--- src/rtl/dslot_pkg.sv ---
package dslot_pkg;

  localparam int OPC_W = 6;

  localparam logic [OPC_W-1:0] OPC_J    = 6'h02;
  localparam logic [OPC_W-1:0] OPC_JAL  = 6'h03;
  localparam logic [OPC_W-1:0] OPC_BEQ  = 6'h04;
  localparam logic [OPC_W-1:0] OPC_BNE  = 6'h05;
  localparam logic [OPC_W-1:0] OPC_BEQL = 6'h14;

  localparam logic [4:0] LINK_REG = 5'd31;

  // strobes from control to datapath, already qualified by retire
  typedef struct packed {
    logic seqStep;    // advance by one word
    logic skipSlot;   // advance by two words (annulled slot)
    logic armBranch;  // arm relative branch target
    logic armJump;    // arm region jump target
    logic takePend;   // apply armed target, disarm
    logic setSquash;  // flag annulled slot
    logic link;       // request return-address write
  } seqStrobe_t;

endpackage

--- src/rtl/dslot_ctrl.sv ---
module dslot_ctrl
  import dslot_pkg::*;
(
  input  logic             retireValid,
  input  logic             inSlot,
  input  logic [OPC_W-1:0] opcode,
  input  logic [31:0]      rsVal,
  input  logic [31:0]      rtVal,
  output logic             ctrlOp,
  output seqStrobe_t       strobe
);

  logic isJ, isJal, isBeq, isBne, isBeql;
  logic opsEqual;
  logic condTaken;
  logic decodeOn;

  always_comb begin
    isJ    = (opcode == OPC_J);
    isJal  = (opcode == OPC_JAL);
    isBeq  = (opcode == OPC_BEQ);
    isBne  = (opcode == OPC_BNE);
    isBeql = (opcode == OPC_BEQL);
    ctrlOp = isJ | isJal | isBeq | isBne | isBeql;
  end

  always_comb begin
    opsEqual  = (rsVal == rtVal);
    condTaken = ((isBeq | isBeql) & opsEqual) | (isBne & ~opsEqual);
  end

  // branches are only decoded outside a delay slot
  assign decodeOn = retireValid & ~inSlot;

  always_comb begin
    strobe = '0;
    if (retireValid && inSlot) begin
      strobe.takePend = 1'b1;
    end else if (decodeOn) begin
      if (isBeql && !opsEqual) begin
        strobe.skipSlot  = 1'b1;
        strobe.setSquash = 1'b1;
      end else begin
        strobe.seqStep   = 1'b1;
        strobe.armBranch = condTaken;
        strobe.armJump   = isJ | isJal;
        strobe.link      = isJal;
      end
    end
  end

endmodule

--- src/rtl/dslot_path.sv ---
module dslot_path
  import dslot_pkg::*;
#(
  parameter int          XLEN     = 32,
  parameter int          OFF_W    = 16,
  parameter int          IDX_W    = 26,
  parameter logic [31:0] BOOT_VEC = 32'hBFC0_0000
)(
  input  logic             clk,
  input  logic             rstN,
  input  seqStrobe_t       strobe,
  input  logic [OFF_W-1:0] brOffset,
  input  logic [IDX_W-1:0] jmpIndex,
  output logic [XLEN-1:0]  pcOut,
  output logic             inSlot,
  output logic             slotSquash,
  output logic             linkWe,
  output logic [4:0]       linkIdx,
  output logic [XLEN-1:0]  linkData
);

  localparam int            EXT_W  = XLEN - OFF_W - 2;
  localparam int            HI_W   = XLEN - IDX_W - 2;
  localparam logic [XLEN-1:0] WORD   = XLEN'(4);
  localparam logic [XLEN-1:0] DWORD  = XLEN'(8);

  logic [XLEN-1:0] pcQ, pcD;
  logic [XLEN-1:0] pendQ, pendD;
  logic            pendValidQ, pendValidD;
  logic            squashQ;

  logic [XLEN-1:0] slotPc;
  logic [XLEN-1:0] relOffset;
  logic [XLEN-1:0] brTarget;
  logic [XLEN-1:0] jTarget;

  always_comb begin
    slotPc    = pcQ + WORD;
    relOffset = {{EXT_W{brOffset[OFF_W-1]}}, brOffset, 2'b00};
    brTarget  = slotPc + relOffset;
    jTarget   = {slotPc[XLEN-1 -: HI_W], jmpIndex, 2'b00};
  end

  always_comb begin
    pcD        = pcQ;
    pendD      = pendQ;
    pendValidD = pendValidQ;
    if (strobe.takePend) begin
      pcD        = pendQ;
      pendValidD = 1'b0;
    end else if (strobe.skipSlot) begin
      pcD = pcQ + DWORD;
    end else if (strobe.seqStep) begin
      pcD = slotPc;
    end
    if (strobe.armBranch) begin
      pendD      = brTarget;
      pendValidD = 1'b1;
    end else if (strobe.armJump) begin
      pendD      = jTarget;
      pendValidD = 1'b1;
    end
  end

  always_ff @(posedge clk) begin
    if (!rstN) begin
      pcQ        <= XLEN'(BOOT_VEC);
      pendQ      <= '0;
      pendValidQ <= 1'b0;
      squashQ    <= 1'b0;
    end else begin
      pcQ        <= pcD;
      pendQ      <= pendD;
      pendValidQ <= pendValidD;
      squashQ    <= strobe.setSquash;
    end
  end

  assign pcOut      = pcQ;
  assign inSlot     = pendValidQ;
  assign slotSquash = squashQ;
  assign linkWe     = strobe.link;
  assign linkIdx    = LINK_REG;
  assign linkData   = pcQ + DWORD;

endmodule

--- src/rtl/dslot_seq.sv ---
module dslot_seq
  import dslot_pkg::*;
#(
  parameter int          XLEN     = 32,
  parameter logic [31:0] BOOT_VEC = 32'hBFC0_0000
)(
  input  logic            clk,
  input  logic            rstN,
  input  logic            retireValid,
  input  logic [5:0]      opcode,
  input  logic [31:0]     rsVal,
  input  logic [31:0]     rtVal,
  input  logic [15:0]     brOffset,
  input  logic [25:0]     jmpIndex,
  output logic [XLEN-1:0] pcOut,
  output logic            slotSquash,
  output logic            ctrlOp,
  output logic            linkWe,
  output logic [4:0]      linkIdx,
  output logic [XLEN-1:0] linkData
);

  seqStrobe_t strobe;
  logic       inSlot;

  dslot_ctrl ctrl_i (
    .retireValid (retireValid),
    .inSlot      (inSlot),
    .opcode      (opcode),
    .rsVal       (rsVal),
    .rtVal       (rtVal),
    .ctrlOp      (ctrlOp),
    .strobe      (strobe)
  );

  dslot_path #(
    .XLEN     (XLEN),
    .OFF_W    (16),
    .IDX_W    (26),
    .BOOT_VEC (BOOT_VEC)
  ) path_i (
    .clk        (clk),
    .rstN       (rstN),
    .strobe     (strobe),
    .brOffset   (brOffset),
    .jmpIndex   (jmpIndex),
    .pcOut      (pcOut),
    .inSlot     (inSlot),
    .slotSquash (slotSquash),
    .linkWe     (linkWe),
    .linkIdx    (linkIdx),
    .linkData   (linkData)
  );

endmodule

--- config.mk ---
export PLATFORM = sky130hd
export DESIGN_NAME = dslot_seq
export DESIGN_NICKNAME = d
export VERILOG_FILES = /design/src/rtl/dslot_pkg.sv /design/src/rtl/dslot_ctrl.sv /design/src/rtl/dslot_path.sv /design/src/rtl/dslot_seq.sv
export SDC_FILE = /design/constraint.sdc
export NUM_CORES = 1
export LEC_CHECK = 0
export BUFFER_PORTS_ARGS = -buffer_cell sky130_fd_sc_hd__buf_2
export CAP_MARGIN = 5
export CORE_MARGIN = 2
export CORE_UTILIZATION = 45
export CTS_CLUSTER_SIZE = 28
export DETAILED_ROUTE_END_ITERATION = 16
export GPL_TIMING_DRIVEN = 0
export HOLD_SLACK_MARGIN = 0.08
export PLACE_DENSITY = 0.72
export SLEW_MARGIN = 20
export SYNTH_ARGS = -nofsm -noshare
export SYNTH_HDL_FRONTEND = slang
export SYNTH_SLANG_ARGS = --single-unit
--- constraint.sdc ---
create_clock -name clk -period 6.1 [get_ports clk]
set_input_delay 0.305 -clock clk [delete_from_list [all_inputs] [get_ports clk]]
set_output_delay 0.305 -clock clk [all_outputs]
set_load 0.005 [all_outputs]
**After elaboration in Yosys (flattened, before gate mapping)**

Index checks and enable logic that the tools add are counted.

- Memories kept: 0
- Bits in read-only memories: 0
- Memory bits (writable): 0
- Output and inout bits: 72
- Word-level logic and storage cells: 50
- Register bits: 66
- Latch bits: 0
- Bits of input ports: 115

- Mux-type cells: 17
- Shifts and indexed selects: 0
- Magnitude comparators: 0
- Multipliers: 0
- Equal/unequal tests: 6
- Divide/modulo/power cells: 0
- $add $sub $neg: 3
- Reductions and logical operators: 7
- Bitwise gates (word level): 13

Operator list:

| operator | count |
|---|---|
| 32-bit two-way mux | 5 |
| 32-bit by 3-bit adder with 32-bit output, second input constant | 1 |
| 32-bit adder | 1 |
| 32-bit by 4-bit adder with 32-bit output, second input constant | 1 |
| 32-bit == test | 1 |
| 6-bit by 2-bit == test with 1-bit output, second input constant | 2 |
| 6-bit by 3-bit == test with 1-bit output, second input constant | 2 |
| 1-bit two-way mux | 9 |
| 4-bit two-way mux | 2 |
| 6-bit by 5-bit == test with 1-bit output, second input constant | 1 |
| 1-bit bitwise OR | 6 |
| 3-bit nonzero test | 2 |
| 1-bit inverter | 4 |
| 1-bit bitwise AND | 3 |
| 3-bit OR reduction | 1 |
| 1-bit logical AND | 2 |
| 2-bit two-way mux | 1 |
| 2-bit nonzero test | 1 |
| 1-bit zero test | 1 |

**Depth between registers and ports, before layout**

Gate-level depths: netlist of the first run.

- Word-level depth: 10
- Depth in mapped cells: 15
- Gate-level depth less buffers: 15

**By module**

A second synthesis of the first run with hierarchy kept.

- Cells, all modules: 838
- Area total of the unflattened synthesis: 6497.5 um^2

Modules (own cells, without submodules):

| module | cells an instance | instances | sequential area each (um^2) | area each (um^2) |
|---|---|---|---|---|
| dslot_path | 776 | 1 | 1321.3 | 6015.8 |
| dslot_ctrl | 62 | 1 | 0.0 | 481.7 |

**Worst setup path before layout of the first run**

No wires, ideal clock.

- Path type: register -> register
- Start point: reg path_i.pcQ[4], in the netlist path_i.pcOut[4]
- End point: reg path_i.pendQ[28]
- Required time: 5994 ps
- Cell stages (with the launch flop): 15
- Setup time: 106 ps
- Slack: 2534 ps
- Buffers on the path: 0
- Arrival: 3460 ps
- Clock period less this slack: 3566 ps
- Path through: dfxtp_1 -> ha_1 -> nand3_4 -> nor4_4 -> nand2_1 -> nor2_1 -> nand2_1 -> xnor2_1 -> ha_1 -> nor2_1 -> or3_1 -> o211a_1 -> or3_1 -> a2111o_1 -> o311ai_0

- Cells in the longest elaborated chain, start to end: 3
- Elaborated cells between the ends (all ways): 4
- Those cells by class: add/sub: 2; mux: 2

Ends and longest elaborated chain:

| what | RTL line | source |
|---|---|---|
| start: declaration | dslot_path.sv:27 | `logic [XLEN-1:0] pcQ, pcD;` |
| start signal: assignment | dslot_path.sv:67 | `pcQ <= XLEN'(BOOT_VEC);` |
| start signal: assignment | dslot_path.sv:72 | `pcQ <= pcD;` |
| 32-bit by 3-bit adder with 32-bit output * | dslot_path.sv:38 | `slotPc = pcQ + WORD;` |
| 32-bit adder / 32-bit two-way mux (equally long branches) | dslot_path.sv:40, dslot_path.sv:59 |  |
| 32-bit two-way mux * | dslot_path.sv:56 | `if (strobe.armBranch) begin` |
| end signal: assignment | dslot_path.sv:73 | `pendQ <= pendD;` |
| end: declaration | dslot_path.sv:28 | `logic [XLEN-1:0] pendQ, pendD;` |

Mark *: on every way between the ends. The rest lies on a longest branch, timed or not. The select of a mux whose other input is x is not followed.
A chain may end at the register's enable or synchronous reset.

**Worst setup path after layout of the first run**

- Start point: reg path_i.pcQ[3], in the netlist path_i.pcOut[3]
- End point: reg path_i.pendQ[30]

The elaborated chain is that of the path after synthesis.

==> results of run 1 <==
-- through the flow --
stage | hold slack [ns] | cells | worst slack, ns
after floorplan | 0.454 | 851 | 2.53
after global placement | 0.468 | 1212 | 1.55
after detailed placement | 0.476 | 1212 | 1.59
after CTS | 0.235 | 1228 | 1.55
after global routing | 0.238 | 1228 | 1.12
final | 0.233 | 1228 | 1.48
-- logic make-up (layout without fill, tap and decap cells) --
group	after synthesis	count (layout)
flops	66	66
buf+inv	76	273
simple gates	334	334
mux	27	27
fa+ha+maj	38	38
compound gates	199	199
other cells	1	5
xor+xnor	106	106
-- power breakdown --
group          switching (uW)  leakage (uW)  internal, uW
clock network             204      0.000153           357
logic                     187       0.00267           149
registers                17.5      0.000536           443
-- synthesized netlist by cell type, types with 9 or more instances --
master / n / share of area (%)
a21oi_1: 43 / 3.4
inv_1: 19 / 1.1
a21o_1: 13 / 1.5
o211ai_1: 16 / 1.9
nand4_1: 19 / 1.9
a311oi_1: 18 / 2.5
nand3_1: 28 / 2.2
ha_1: 37 / 7.3
clkbuf_1: 35 / 2.1
xor2_1: 29 / 4.0
xnor2_1: 77 / 11
o211a_1: 9 / 1.4
nor3_1: 12 / 0.95
nand2_1: 128 / 7.6
and3_1: 15 / 1.5
dfxtp_1: 66 / 21
o21ai_0: 37 / 2.9
nor2_1: 87 / 5.2
a211oi_1: 11 / 1.3
buf_4: 9 / 1.1
mux2i_1: 22 / 3.5
-- sequential cells by signal, summed over array words and instances, names as in the netlist --
register,cells
path_i.slotSquash,1
path_i.inSlot,1
path_i.pendQ,32
path_i.pcOut,32
-- final timing paths --
check / depth (start not counted) / startpoint / slack [ns] / endpoint
max: 13 / path_i.pcOut[3] / 1.48 / path_i.pendQ[30]
min: 3 / jmpIndex[0] / 0.23 / path_i.pendQ[2]
max reg2reg: 13 / path_i.pcOut[3] / 1.48 / path_i.pendQ[30]
min reg2reg: 2 / path_i.pendQ[3] / 0.48 / path_i.pendQ[3]
-- worst max-delay path: cells and delay by family, from the launching register on --
family | cells | cell delay, ns
simple gates | 5 | 1.47
compound gates | 5 | 1.40
fa+ha+maj | 2 | 0.67
flops | 1 | 0.49
xor+xnor | 1 | 0.47
-- cell type report --
class | instances | area, um2 | share of cell area [%]
Clock buffer | 11 | 233 | 2.99
Clock inverter | 5 | 78.8 | 1.01
Timing Repair Buffer | 181 | 906 | 11.7
Tap cell | 180 | 225 | 2.90
Multi-Input combinational cell | 709 | 4660 | 60.0
Buffer | 55 | 264 | 3.40
Inverter | 21 | 78.8 | 1.01
Sequential cell | 66 | 1320 | 17.0
-- layer usage --
layer / wire length (um) / vias to the layer above
met3: 2230 / 32
li1: - / 3419
met1: 9240 / 3234
met4: 539 / 0
met2: 9970 / 433
met5: 0 / -
==> results.sh, run 1 <==
export IMPL_cts_tree="built"
export IMPL_setup_viol=0
export IMPL_tightest_slew_ns=0.804
export IMPL_worst_clock_skew_ns=0.00663
export IMPL_post_route_period_util_pct=75.7
export IMPL_postCtsSetupBuffers=0
export IMPL_crit_path_start_kind="register"
export IMPL_final_cell_mix="188 x buf_2, 128 x nand2_1, 87 x nor2_1, 77 x xnor2_1, 66 x dfxtp_1"
export IMPL_dpl_hpwl_um=17600
export IMPL_gr_usage_met3_pct=4.00
export IMPL_diodes=0
export IMPL_numClockSinks=66
export IMPL_grt_pass1_vias=6343
export IMPL_relSlewSlack_pct=46.4
export IMPL_numCtsBuffers=9
export IMPL_required_ns=6.33
export IMPL_slowest_delay_ns=0.63
export IMPL_power_total_uw=1360
export IMPL_yosys_warnings=0
export IMPL_final_util_pct=56.4
export IMPL_clkSlewWorstSetupHoldPaths_ns=0.06
export IMPL_syn_cell_area_um2=6310
export IMPL_syn_inst=847
export IMPL_period_needed_ns=4.62
export IMPL_synth_top_family_by_area="simple AND/OR/NAND/NOR gates"
export IMPL_coreArea_um2=13800
export IMPL_place_area_um2=7460
export IMPL_overflow=0
export IMPL_final_nets=1196
export IMPL_cp_data_arrival_time_ns=4.85
export IMPL_synth_simple_area_share_pct=25.0
export IMPL_cts_resized_gates=0
export IMPL_grt_max_degree=21
export IMPL_critPathCaptureType="register"
export IMPL_fillerInstances=1378
export IMPL_grt_pass1_wl_um=33600
export IMPL_hold_buffers=0
export IMPL_synth_area_per_cell_um2=7.45
export IMPL_ir_drop_v=0.000132
export IMPL_ys_flop_type="dfxtp_1"
export IMPL_synth_mux_area_share_pct=4.38
export IMPL_gp_congestion=0.922
export IMPL_clock_path_buffers=2
export IMPL_ys_ff_latch=66
export IMPL_crit_chain="ha_1, nand3_4, nor4_4, nand2_1, xnor2_1, ha_1, a21oi_1, o21ai_0, a2111oi_0, nor3_1, nor3_1, o221ai_1, o311ai_0"
export IMPL_clk_latency_ns=0.35
export IMPL_synth_xor_area_share_pct=14.7
export IMPL_final_common_cell="buf_2"
export IMPL_critPathMaxFanout=9
export IMPL_busiest_layer="met2"
export IMPL_die_w_um=122
export IMPL_synth_adder_area_share_pct=7.65
export IMPL_drive_gt1_share_pct=22.5
export IMPL_outcome="finished, final reports clean"
export IMPL_rsz0062_at_grt="no"
export IMPL_wl_um=22000
export IMPL_drv_slew=0
export IMPL_antenna_found_initial=0
export IMPL_dieArea_um2=15000
export IMPL_die_height_um=122
export IMPL_avgRoutedWirePerCell_um=17.9
export IMPL_grt_usage_pct=29.2
export IMPL_use_met2_pct=48.4
export IMPL_vias=7118
export IMPL_hold_viol=0
export IMPL_htreeDepth=3
export IMPL_power_density_nw_per_um2=175
export IMPL_drc=0
export IMPL_synthArstFlopShare_pct=0
export IMPL_first_iter_violations=794
export IMPL_routed_via_density=5.80
export IMPL_synth_compound_area_share_pct=21.8
export IMPL_hp_class="in -> reg"
export IMPL_ant_nets=0
export IMPL_crit_path_top_delay_cell="nor4_4"
export IMPL_cap_violations=0
export IMPL_use_met1_pct=39.2
export IMPL_ctsRootBufferMaster="clkbuf_16"
export IMPL_synth_seq_area_share_pct=20.9
export IMPL_final_design_area_no_fill_um2=7770
export IMPL_areaGrowthSynthToFinish_pct=23.1
export IMPL_synth_edf_count=0
export IMPL_yosysUniqueCellTypes=69
export IMPL_port_buffers=181
export IMPL_setup_tns_ns=0
export IMPL_top_level_ports=187
export IMPL_max_freq_mhz=217
export IMPL_crit_type="reg -> reg"
export IMPL_initial_core_util_pct=45.8
export IMPL_first_pass_iters=5
export IMPL_row_count=43
export IMPL_p_leak_uw=0.00336
Power figures use the tool's default switching activity.
==> run 2, diff against run 1 <==
clock period = 4.83 ns   (was 6.1 ns; I/O delays follow)
==> results.sh, run 2 (synthesized netlist as in run 1, its figures left out) <==
export IMPL_outcome="finished, final reports clean"
export IMPL_power_switching_uw=513
export IMPL_cpLargestDelayFamily="compound AO/OA/AOI/OAI gates"
export IMPL_wl_um=21900
export IMPL_relSlewSlack_pct=47.2
export IMPL_htreeDepth=3
export IMPL_drive_gt1_share_pct=22.8
export IMPL_areaGrowthSynthToFinish_pct=23.6
export IMPL_clock_path_buffers=2
export IMPL_cap_violations=0
export IMPL_clkSlewWorstSetupHoldPaths_ns=0.06
export IMPL_p_int_uw=1200
export IMPL_fillerInstances=1375
export IMPL_port_buffers=181
export IMPL_vias=7065
export IMPL_clk_latency_ns=0.34
export IMPL_rsz0062_at_grt="no"
export IMPL_critPathMaxFanout=9
export IMPL_hold_path_startpoint="jmpIndex[7]"
export IMPL_multi_input_area_um2=4660
export IMPL_cp_data_arrival_time_ns=4.42
export IMPL_crit_type="reg -> reg"
export IMPL_final_nets=1200
export IMPL_ant_nets=0
export IMPL_dp_cells=1212
export IMPL_ctsRootBufferMaster="clkbuf_16"
export IMPL_diodes=0
export IMPL_numCtsBuffers=9
export IMPL_top_level_ports=187
export IMPL_setup_viol=0
export IMPL_p_comb_share_pct=24.8
export IMPL_power_density_nw_per_um2=219
export IMPL_avgRoutedWirePerCell_um=17.8
export IMPL_worst_path_buf_inv=1
export IMPL_coreArea_um2=13800
export IMPL_final_design_area_no_fill_um2=7800
export IMPL_swShare_pct=30.0
export IMPL_initial_core_util_pct=45.8
export IMPL_worst_slack_ns=0.635
export IMPL_antenna_found_initial=0
export IMPL_period_needed_ns=4.20
export IMPL_hold_viol=0
export IMPL_seq_area_um2=1320
export IMPL_crit_path_start_kind="register"
export IMPL_p_leak_uw=0.00338
export IMPL_post_route_period_util_pct=86.9
export IMPL_highest_layer="met4"
export IMPL_pre_cts_slack_ns=0.317
export IMPL_slowest_delay_ns=0.58
export IMPL_fin_cells=1232
export IMPL_crit_chain="ha_1, and3_1, nand3_1, xnor2_1, ha_1, inv_1, o21ai_0, a2111oi_0, nor3_1, nor3_1, o221ai_1, o311ai_0"
export IMPL_setup_tns_ns=0
export IMPL_ir_drop_v=0.000167
export IMPL_wl_met1_um=9130
export IMPL_dieArea_um2=15000
export IMPL_drc=0
export IMPL_final_common_cell="buf_2"
export IMPL_first_iter_violations=781
export IMPL_first_pass_iters=5
export IMPL_worst_clock_skew_ns=0.00711
export IMPL_drv_slew=0
export IMPL_overflow=0
export IMPL_place_area_um2=7460
export IMPL_wl_met2_um=10000
export IMPL_die_height_um=122
export IMPL_gp_congestion=0.922
export IMPL_clkPwrFrac_pct=41.3
export IMPL_row_count=43
export IMPL_wl_met3_um=2290
export IMPL_max_freq_mhz=238
export IMPL_grt_pass1_vias=6343
export IMPL_tightest_slew_ns=0.792
export IMPL_r2r_start="path_i.pcOut[2]"
export IMPL_grt_max_degree=21
export IMPL_numClockSinks=66
export IMPL_final_cell_mix="188 x buf_2, 128 x nand2_1, 87 x nor2_1, 77 x xnor2_1, 66 x dfxtp_1"
export IMPL_crit_start="path_i.pcOut[2]"
export IMPL_grt_usage_pct=29.2
export IMPL_crit_path_top_delay_cell="dfxtp_1"
export IMPL_critPathCaptureType="register"
export IMPL_cts_tree="built"
export IMPL_dpl_hpwl_um=17600
export IMPL_grt_pass1_wl_um=33600
export IMPL_routed_via_density=5.73
export IMPL_pwr_share_seq_pct=34.0
export IMPL_die_w_um=122
export IMPL_hp_class="in -> reg"
export IMPL_required_ns=5.06
## run 2: metal layers
layer	GRT usage (%)	vias up
met5	0	-
met4	9.05	0
met3	4.00	34
li1	-	3432
met1	39.2	3175
met2	48.4	424
## run 2: power groups by stage
stage               combinational, uW  sequential (uW)  clock, uW
CTS                               418              581        699
floorplan                         267              588          0
finish                            424              582        706
global placement                  414              592          0
detailed placement                416              593          0
global route                      465              584        725
## run 2: final timing paths
check | slack [ns] | depth (start not counted) | end
worst max-delay path | 0.63 | 12 | path_i.pendQ[30]
worst min-delay path | 0.17 | 3 | path_i.pendQ[9]
worst max register to register | 0.63 | 12 | path_i.pendQ[30]
worst min register to register | 0.48 | 2 | path_i.pendQ[3]
## run 2: timing repair
action / 4_1_cts / 5_1_grt
hold buffers: 0 / 0
gates resized for setup: 0 / 0
endpoints found under the hold margin: 0 / 0
endpoints found under the setup margin: 0 / 2
setup buffers: 0 / 4
## run 2: layout make-up
class | count | area share, %
Timing Repair Buffer | 185 | 12.0
Sequential cell | 66 | 16.9
Clock inverter | 5 | 1.01
Buffer | 55 | 3.38
Multi-Input combinational cell | 709 | 59.8
Tap cell | 180 | 2.89
Inverter | 21 | 1.01
Clock buffer | 11 | 2.98
## run 2: worst reg2reg max path: stages, from the launching register on
cell       delay [ns]
dfxtp_1          0.58
ha_1             0.28
and3_1           0.21
nand3_1          0.33
xnor2_1          0.47
ha_1             0.37
inv_1            0.07
o21ai_0          0.12
a2111oi_0        0.43
nor3_1           0.11
nor3_1           0.44
o221ai_1         0.29
o311ai_0         0.37
## run 2: per-stage QoR
stage | hold slack, ns | utilization (%) | power, uW
after floorplan | 0.400 | - | 855
after global placement | 0.468 | 54.2 | 1010
after detailed placement | 0.476 | 54.2 | 1010
after CTS | 0.172 | 56.4 | 1700
after global routing | 0.175 | 56.6 | 1770
final | 0.168 | 56.6 | 1710
==> run 3, diff against run 2 <==
REMOVE_ABC_BUFFERS = 1   (was not set)
==> results.sh, run 3 (synthesized netlist as in run 1, its figures left out) <==
export IMPL_outcome="finished, final reports clean"
export IMPL_critPathMaxFanout=9
export IMPL_ir_drop_v=0.000156
export IMPL_final_nets=1145
export IMPL_cap_violations=0
export IMPL_crit_path_top_delay_cell="nor4_4"
export IMPL_routed_via_density=5.67
export IMPL_critPathCaptureType="register"
export IMPL_cp_data_arrival_time_ns=4.70
export IMPL_power_density_nw_per_um2=212
export IMPL_first_iter_violations=399
export IMPL_numClockSinks=66
export IMPL_die_w_um=122
export IMPL_clock_path_buffers=2
export IMPL_antenna_found_initial=0
export IMPL_crit_type="reg -> reg"
export IMPL_areaGrowthSynthToFinish_pct=20.4
export IMPL_grt_usage_pct=25.9
export IMPL_max_freq_mhz=224
export IMPL_period_needed_ns=4.46
export IMPL_worst_path_buf_inv=0
export IMPL_crit_chain="ha_1, nand3_4, nor4_4, nand2_1, nor2_1, nand2_1, xnor2_1, ha_1, and3_1, nand4_1, nor4bb_1, nor3_1, o221ai_1, o311ai_0"
export IMPL_rsz0062_at_grt="no"
export IMPL_required_ns=5.07
export IMPL_vias=6663
export IMPL_avgRoutedWirePerCell_um=16.6
export IMPL_die_height_um=122
export IMPL_final_util_pct=55.2
export IMPL_tightest_slew_ns=0.782
export IMPL_worst_slack_ns=0.368
export IMPL_initial_core_util_pct=45.8
export IMPL_coreArea_um2=13800
export IMPL_top_level_ports=187
export IMPL_dpl_hpwl_um=14400
export IMPL_worst_clock_skew_ns=0.00612
export IMPL_clk_latency_ns=0.35
export IMPL_cts_resized_gates=0
export IMPL_final_cell_mix="180 x buf_2, 128 x nand2_1, 87 x nor2_1, 77 x xnor2_1, 65 x dfxtp_1"
export IMPL_hold_buffers=0
export IMPL_diodes=0
export IMPL_clkSlewWorstSetupHoldPaths_ns=0.06
export IMPL_hp_class="in -> reg"
export IMPL_cts_tree="built"
export IMPL_final_common_cell="buf_2"
export IMPL_p_leak_uw=0.00326
export IMPL_setup_viol=0
export IMPL_first_pass_iters=5
export IMPL_numCtsBuffers=9
export IMPL_port_buffers=181
export IMPL_ant_nets=0
export IMPL_grt_pass1_wl_um=30500
export IMPL_post_route_period_util_pct=92.4
export IMPL_ctsRootBufferMaster="clkbuf_16"
export IMPL_postCtsSetupBuffers=0
export IMPL_gp_congestion=0.953
export IMPL_htreeDepth=3
export IMPL_drive_gt1_share_pct=22.7
export IMPL_drc=0
export IMPL_drv_slew=0
export IMPL_grt_max_degree=66
export IMPL_crit_path_start_kind="register"
export IMPL_slowest_delay_ns=0.59
export IMPL_hold_viol=0
export IMPL_overflow=0
export IMPL_row_count=43
export IMPL_grt_pass1_vias=5946
export IMPL_pre_cts_slack_ns=0.460
export IMPL_wl_um=19500
export IMPL_dieArea_um2=15000
export IMPL_cpLargestDelayFamily="simple AND/OR/NAND/NOR gates"
export IMPL_relSlewSlack_pct=47.8
==> run 3: changes by cell type in the layout (fill, tap and decap cells not counted), moves of 2 or more <==
cell	change
bufinv_16	-2
clkbuf_1	-35
buf_16	+3
clkbuf_8	+2
buf_2	-8
buf_4	-12
buf_6	-2
buf_1	-2
==> run 3: area by class of cell <==
class	count	area, um2
repair buffers	185	1010
flip-flops and latches	66	1320
inverters	21	80.1
clock inverters	2	12.5
multi-input cells	709	4690
well taps	180	225
clock buffers	13	260
fillers	1383	6170
==> run 3: path summary, 6_finish.rpt <==
kind / start / endpoint / slack, ns / cells after the start
setup / recovery: path_i.pcOut[3] / path_i.pendQ[30] / 0.37 / 14
hold / removal: jmpIndex[3] / path_i.pendQ[5] / 0.15 / 3
setup reg to reg: path_i.pcOut[3] / path_i.pendQ[30] / 0.37 / 14
hold reg to reg: path_i.pendQ[13] / path_i.pendQ[13] / 0.48 / 2
==> run 3: tightest hold or removal path, delay by kind of cell <==
| kind | cells | cell delay, ns |
|---|---|---|
| compound gates | 1 | 0.07 |
| buf+inv | 1 | 0.09 |
| simple gates | 1 | 0.04 |
==> run 3: where the power goes <==
| group | internal (uW) | switching [uW] | leakage [uW] |
|---|---|---|---|
| logic | 182 | 212 | 0.00259 |
| registers | 560 | 29.5 | 0.000537 |
| clock network | 372 | 255 | 0.000132 |
==> run 3: metrics by stage <==
stage | setup TNS (ns) | hold WS [ns] | total power, uW | instance area [um2] | instances
3_5_place_dp | 0 | 0.473 | 987 | 7330 | 1161
3_3_place_gp | -6.91 | 0.464 | 983 | 7200 | 1157
6_report | 0 | 0.147 | 1610 | 7600 | 1176
4_1_cts | 0 | 0.146 | 1610 | 7600 | 1176
5_1_grt | 0 | 0.164 | 1680 | 7600 | 1176
2_1_floorplan | 0 | 0.301 | 838 | 6060 | 796
==> run 3: per-layer routing <==
layer | vias up | wire length [um] | GRT usage [%] | share of wire (%)
li1 | 3316 | - | - | -
met1 | 3062 | 9030 | 36.3 | 46
met2 | 254 | 8760 | 40.4 | 45
met3 | 31 | 1320 | 4.00 | 6.8
met4 | 0 | 348 | 8.55 | 1.8
met5 | - | 0 | 0 | 0
